===== src/rtl/uart_irq_pkg.sv =====
package uart_irq_pkg;
  localparam int unsigned NUM_SRC = 7;
  localparam int unsigned IDX_W   = $clog2(NUM_SRC);
  localparam logic [5:0]  CODE_NONE = 6'b000001;

  function automatic logic [5:0] src_code(input logic [IDX_W-1:0] idx);
    case (idx)
      3'd0:    src_code = 6'b000110;
      3'd1:    src_code = 6'b000100;
      3'd2:    src_code = 6'b001100;
      3'd3:    src_code = 6'b000010;
      3'd4:    src_code = 6'b000000;
      3'd5:    src_code = 6'b010000;
      3'd6:    src_code = 6'b100000;
      default: src_code = CODE_NONE;
    endcase
  endfunction
endpackage


===== src/rtl/uart_irq_gate.sv =====
module uart_irq_gate #(
  parameter int unsigned N = 7
) (
  input  logic [N-1:0] req_i,
  input  logic [N-1:0] en_i,
  output logic [N-1:0] act_o
);
  for (genvar i = 0; i < N; i++) begin : g_bit
    assign act_o[i] = req_i[i] & en_i[i];
  end
endmodule


===== src/rtl/uart_irq_find.sv =====
module uart_irq_find #(
  parameter int unsigned N     = 7,
  parameter int unsigned IDX_W = $clog2(N)
) (
  input  logic [N-1:0]     act_i,
  output logic             valid_o,
  output logic [IDX_W-1:0] idx_o
);
  // lowest index wins: scan from top down so the last hit is the lowest
  always_comb begin
    valid_o = 1'b0;
    idx_o   = '0;
    for (int i = N - 1; i >= 0; i--) begin
      if (act_i[i]) begin
        valid_o = 1'b1;
        idx_o   = IDX_W'(i);
      end
    end
  end
endmodule


===== src/rtl/uart_irq_prio.sv =====
module uart_irq_prio
  import uart_irq_pkg::*;
#(
  parameter logic [NUM_SRC-1:0] CLR_ON_READ = 7'b0001000
) (
  input  logic               clk_i,
  input  logic               rst_ni,
  input  logic [NUM_SRC-1:0] req_i,
  input  logic [NUM_SRC-1:0] en_i,
  input  logic               fifo_en_i,
  input  logic               rd_stb_i,
  output logic [7:0]         status_o,
  output logic               irq_o,
  output logic [NUM_SRC-1:0] clr_o
);
  logic [NUM_SRC-1:0] act;
  logic               hit;
  logic [IDX_W-1:0]   hit_idx;
  logic [7:0]         status_d, status_q;
  logic               irq_q, shown_vld_q;
  logic [IDX_W-1:0]   shown_idx_q;

  uart_irq_gate #(.N(NUM_SRC)) u_gate (
    .req_i (req_i),
    .en_i  (en_i),
    .act_o (act)
  );

  uart_irq_find #(.N(NUM_SRC), .IDX_W(IDX_W)) u_find (
    .act_i   (act),
    .valid_o (hit),
    .idx_o   (hit_idx)
  );

  assign status_d = {fifo_en_i, fifo_en_i, hit ? src_code(hit_idx) : CODE_NONE};

  // frozen during a read so the value read and the clear decision agree
  always_ff @(posedge clk_i or negedge rst_ni) begin
    if (!rst_ni) begin
      status_q    <= {2'b00, CODE_NONE};
      irq_q       <= 1'b0;
      shown_vld_q <= 1'b0;
      shown_idx_q <= '0;
    end else if (!rd_stb_i) begin
      status_q    <= status_d;
      irq_q       <= hit;
      shown_vld_q <= hit;
      shown_idx_q <= hit_idx;
    end
  end

  for (genvar i = 0; i < NUM_SRC; i++) begin : g_clr
    if (CLR_ON_READ[i]) begin : g_cor
      assign clr_o[i] = rd_stb_i & shown_vld_q & (shown_idx_q == IDX_W'(i));
    end else begin : g_keep
      assign clr_o[i] = 1'b0;
    end
  end

  assign status_o = status_q;
  assign irq_o    = irq_q;
endmodule


===== config.mk =====
export PLATFORM = sky130hd
export DESIGN_NAME = uart_irq_prio
export DESIGN_NICKNAME = d
export VERILOG_FILES = /design/src/rtl/uart_irq_pkg.sv /design/src/rtl/uart_irq_gate.sv /design/src/rtl/uart_irq_find.sv /design/src/rtl/uart_irq_prio.sv
export SDC_FILE = /design/constraint.sdc
export NUM_CORES = 1
export LEC_CHECK = 0
export BUFFER_PORTS_ARGS = -buffer_cell sky130_fd_sc_hd__buf_2
export CORE_AREA = 2 2 40 42
export DETAILED_ROUTE_END_ITERATION = 7
export DIE_AREA = 0 0 42 44
export PLACE_DENSITY = 0.79
export SETUP_SLACK_MARGIN = 0.4
export SYNTH_ARGS = -nofsm -noshare
export SYNTH_HDL_FRONTEND = slang
export SYNTH_SLANG_ARGS = --single-unit

===== constraint.sdc =====
create_clock -name clk_i -period 1.25 [get_ports clk_i]
set_clock_uncertainty 0.1 [all_clocks]
set_input_delay 0.125 -clock clk_i [delete_from_list [all_inputs] [get_ports clk_i]]
set_output_delay 0.125 -clock clk_i [all_outputs]
set_load 0.05 [all_outputs]

## After elaboration in Yosys (flattened, before gate mapping)

Cells that the tools add are included.

- Equal/unequal tests: 7
- Mux-type cells: 16
- Bitwise operators: 9
- Reductions and logical operators: 1

Operators with widths:

| cell | number |
|---|---|
| $pmux W6 S7 | 1 |
| $mux W3 | 7 |
| $and A1 B1 Y1 | 9 |
| $eq A3 B2 Y1 const B | 3 |
| $eq A3 B3 Y1 const B | 3 |
| $mux W1 | 7 |
| $mux W6 | 1 |
| $eq A3 B1 Y1 const B | 1 |
| $logic_not A3 Y1 | 1 |

- Register bits: 11
- Bits of input ports: 18
- Output and inout bits: 16
- Word-level logic and storage cells: 36

## Depth between registers and ports, before layout

- Word-level depth: 11
- Depth in mapped cells: 4
- Gate-level depth less buffers: 3

## Hierarchy

From an unflattened synthesis, not the netlist that was laid out.

- Cells, all modules: 68
- Area total of the unflattened synthesis: 636.9 µm²

By module, submodules not included:

| module | times used | cells an instance | area an instance (µm²) | seq. area each (µm²) |
|---|---|---|---|---|
| uart_irq_prio | 1 | 50 | 526.8 | 276.5 |
| uart_irq_find | 1 | 11 | 66.3 | 0.0 |
| uart_irq_gate | 1 | 7 | 43.8 | 0.0 |

## Worst setup path before layout

No wires, ideal clock.

- Path type: register -> output
- Start point: register shown_vld_q
- End point: output port clr_o[3]
- Arrival time: 1.772 ns
- Required time: 1.025 ns
- Setup slack: -0.747 ns
- Stages on the path, launching flop included: 3
- Path buffers: 0
- Cell sequence: dfrtp_1 nand2_1 nor3_1

- Word-level cells in the longest chain between the ends: 2

RTL lines:

| element | RTL line | RTL |
|---|---|---|
| from (decl) | uart_irq_prio.sv:20 | `logic irq_q, shown_vld_q;` |
| from (signal assigned) | uart_irq_prio.sv:47 | `shown_vld_q <= hit;` |
| $and A1 B1 Y1 (2 in a row) | uart_irq_prio.sv:54 | `assign clr_o[i] = rd_stb_i & shown_vld_q & (shown_idx_q == IDX_W'(i));` |
| to (decl) | uart_irq_prio.sv:14 | `output logic [NUM_SRC-1:0] clr_o` |

Every way passes these cells.

## Final worst setup path

Same ends and word-level chain as after synthesis.

==> flow_metrics.py <==
metrics = {
    "run_status": {
        "status": "finished with violations",
        "failed_checks": "negative hold slack, negative setup slack",
    },
    "placement": {
        "io_buffers": 27,
        "dp_hpwl_um": 1020,
        "routabilityCongestion": 0.790,
        "dp_cells": 104,
    },
    "final_layout": {
        "diodes": 0,
        "drive_above_1_share": 0.588,
        "final_cell_mix": "buf_2, nand2_1, buf_8, buf_6, dfrtp_2",
        "mostFrequentLayoutCell": "buf_2",
        "stdcell_count": 113,
        "area_delta_synth_final_pct": 61.0,
        "layout.nets": 116,
        "fillers": 113,
        "final_util": 0.691,
    },
    "worst_setup_path": {
        "cpMaxStageDelayCell": "dfrtp_2",
        "critPathRequiredTime_ns": 1.02,
        "cpLargestDelayFamily": "flip-flops",
        "critPathKind": "register to output pin",
        "cp.buffers_inverters": 1,
        "worstPathMaxFanout": 3,
        "cp_num_cells": 3,
        "slowest_delay_ns": 0.38,
        "cp-end-kind": "output pin",
        "critical_path.cell_chain": "nand2_2 > nor3_4 > buf_6",
        "crit_arrival_ns": 1.06,
        "r2r_cells": 2,
        "critPathLaunchType": "register",
    },
    "hold_path": {
        "min_delay_path_depth": 2,
        "worstHoldPathType": "input pin to register",
    },
    "sta": {
        "hold_ws_ns": -0.00996,
        "slew_violations": 0,
        "rsz0062_at_grt": "true",
        "period_share": 1.03,
        "fin_ws_ns": -0.0337,
        "setup_violations": 1,
        "hold_viol_final": 1,
        "min_period_ns": 1.28,
        "fmax_mhz": 779,
    },
    "power_and_ir_drop": {
        "static-leakage-power_uw": 0.000452,
        "powerDensity_nw_per_um2": 1070,
        "peakVddDrop_v": 0.000565,
    },
    "floorplan": {
        "dieArea_um2": 1850,
        "die_width_um": 42,
        "die_y_um": 44,
        "placementRows": 14,
        "io_pins": 34,
        "initial_utilization": 0.429,
        "coreArea_um2": 1420,
    },
    "detailed_routing": {
        "vias_per_cell": 5.13,
        "dr.pass1.iters": 3,
        "ant_nets": 0,
        "wl_per_cell_um": 12.6,
        "wirelength_um": 1420,
        "remaining_drc_errors": 0,
        "vias": 580,
        "drtIter0Drc": 10,
    },
    "logic_synthesis": {
        "ys_types": 28,
        "ys_warn_count": 0,
        "ys_seq_area_frac": 0.454,
        "syn_inst": 63,
        "syn_area_um2": 609,
        "ys_ff_latch": 11,
        "avgSynthCellArea_um2": 9.67,
    },
    "grt": {
        "use_met3": 0.0458,
        "antenna_found_initial": 0,
        "use_met2": 0.266,
        "grt_max_degree": 12,
        "grt_first_pass_wirelength_um": 2170,
        "met1_usage": 0.184,
        "globalRouteTotalUtil": 0.166,
        "grt_pass1_vias": 519,
        "busiest_layer": "met2",
        "grt_overflow": 0,
    },
    "clocking": {
        "postCtsHoldBufs": 1,
        "cts_buffers": 3,
        "clk_latency_ns": 0.28,
        "cts_tree": "yes",
        "cts_sinks": 11,
        "clk_pin_slew_ns": 0.07,
        "root_buffer": "clkbuf_4",
        "cts-htree-levels": 1,
        "cts_buffer_depth": 2,
    },
    "flow_run": {
        "max_cap_violations": 0,
    },
}
## worst reg2reg max path, delay by kind of cell (launching register included)
kind                   cells  cell delay [ns]
flip-flops                 1             0.44
multiplexers               1             0.25
buffers and inverters      1             0.12
## report_power, final
group,internal [uW],switching [uW],total [uW]
registers,392,28.5,420
clock network,124,124,248
logic,159,222,382
total,675,375,1050
## final cells by class
cell class	count	area, um2	area share
Multi-Input combinational cell	46	330	0.337
Timing Repair Buffer	34	312	0.318
Sequential cell	11	285	0.291
Clock buffer	4	26.3	0.0268
Tap cell	16	20.0	0.0204
Inverter	2	7.51	0.00765
## final timing paths
kind                                      from        endpoint  slack, ns
worst min register to register  shown_idx_q[1]  shown_idx_q[1]       0.40
max in group asynchronous               rst_ni     status_o[0]       0.65
worst max-delay path               shown_vld_q        clr_o[3]      -0.03
min in group asynchronous               rst_ni  shown_idx_q[1]       0.14
worst min-delay path                 fifo_en_i     status_o[6]      -0.01
worst max register to register     status_o[6]     status_o[6]       0.22
## per-stage QoR
step,setup WS [ns],area [um2],total power (uW),setup TNS [ns],hold WS (ns)
detailed placement,0.0845,763,712,0,-0.0920
finish,-0.0337,981,1050,-0.0337,-0.00996
CTS,-0.0439,928,1040,-0.0439,-0.0135
floorplan,-0.0554,666,654,-0.0554,-0.271
global route,-0.0752,981,1100,-0.0752,-0.0130
global placement,0.109,763,706,0,-0.0969
## per-layer routing
| layer | wire length, um | vias to the layer above |
|---|---|---|
| li1 | - | 281 |
| met1 | 549 | 268 |
| met2 | 718 | 26 |
| met3 | 105 | 5 |
| met4 | 48 | 0 |
| met5 | 0 | - |
## flip-flops by register name (all words and copies together), names as in the netlist
name	count
shown_idx_q	3
status_o	7
shown_vld_q	1
## logic make-up (layout without fill, tap and decap cells)
kind of cell,count (synthesis),count (layout),synth area share
and+or+nand+nor,20,20,0.166
AOI/OAI and AO/OA,19,19,0.242
DFF,11,11,0.454
buffers and inverters,11,40,0.113
other,1,6,0.00615
muxes,1,1,0.0185
## cells in the mapped netlist
| cell | n | share of area |
|---|---|---|
| a21boi_1 | 1 | 0.012 |
| a21oi_1 | 4 | 0.033 |
| a22o_1 | 1 | 0.014 |
| a22o_2 | 1 | 0.016 |
| a22o_4 | 1 | 0.029 |
| a22oi_1 | 1 | 0.012 |
| a2bb2oi_1 | 1 | 0.014 |
| a31oi_1 | 2 | 0.021 |
| and2_2 | 1 | 0.012 |
| buf_1 | 1 | 0.0062 |
| buf_2 | 1 | 0.0082 |
| buf_4 | 7 | 0.086 |
| conb_1 | 1 | 0.0062 |
| dfrtp_1 | 10 | 0.41 |
| dfstp_2 | 1 | 0.043 |
| inv_1 | 2 | 0.012 |
| mux2_2 | 1 | 0.018 |
| nand2_1 | 11 | 0.068 |
| nand3_1 | 2 | 0.016 |
| nand4b_1 | 1 | 0.014 |
| nor2b_1 | 1 | 0.010 |
| nor3_1 | 1 | 0.0082 |
| nor3b_1 | 1 | 0.012 |
| o21ai_0 | 3 | 0.025 |
| o31ai_1 | 2 | 0.025 |
| o31ai_2 | 2 | 0.041 |
| or2_4 | 1 | 0.014 |
| or3_1 | 1 | 0.010 |
## what timing repair did
| item | 4_1_cts | 5_1_grt |
|---|---|---|
| gates cloned | 0 | 0 |
| resized for setup | 31 | 9 |
| endpoints found under the setup margin | 13 | 17 |
| hold endpoints to repair | 12 | 1 |
| setup buffers | 2 | 2 |
No activity file was read; power rests on OpenSTA's default activity.
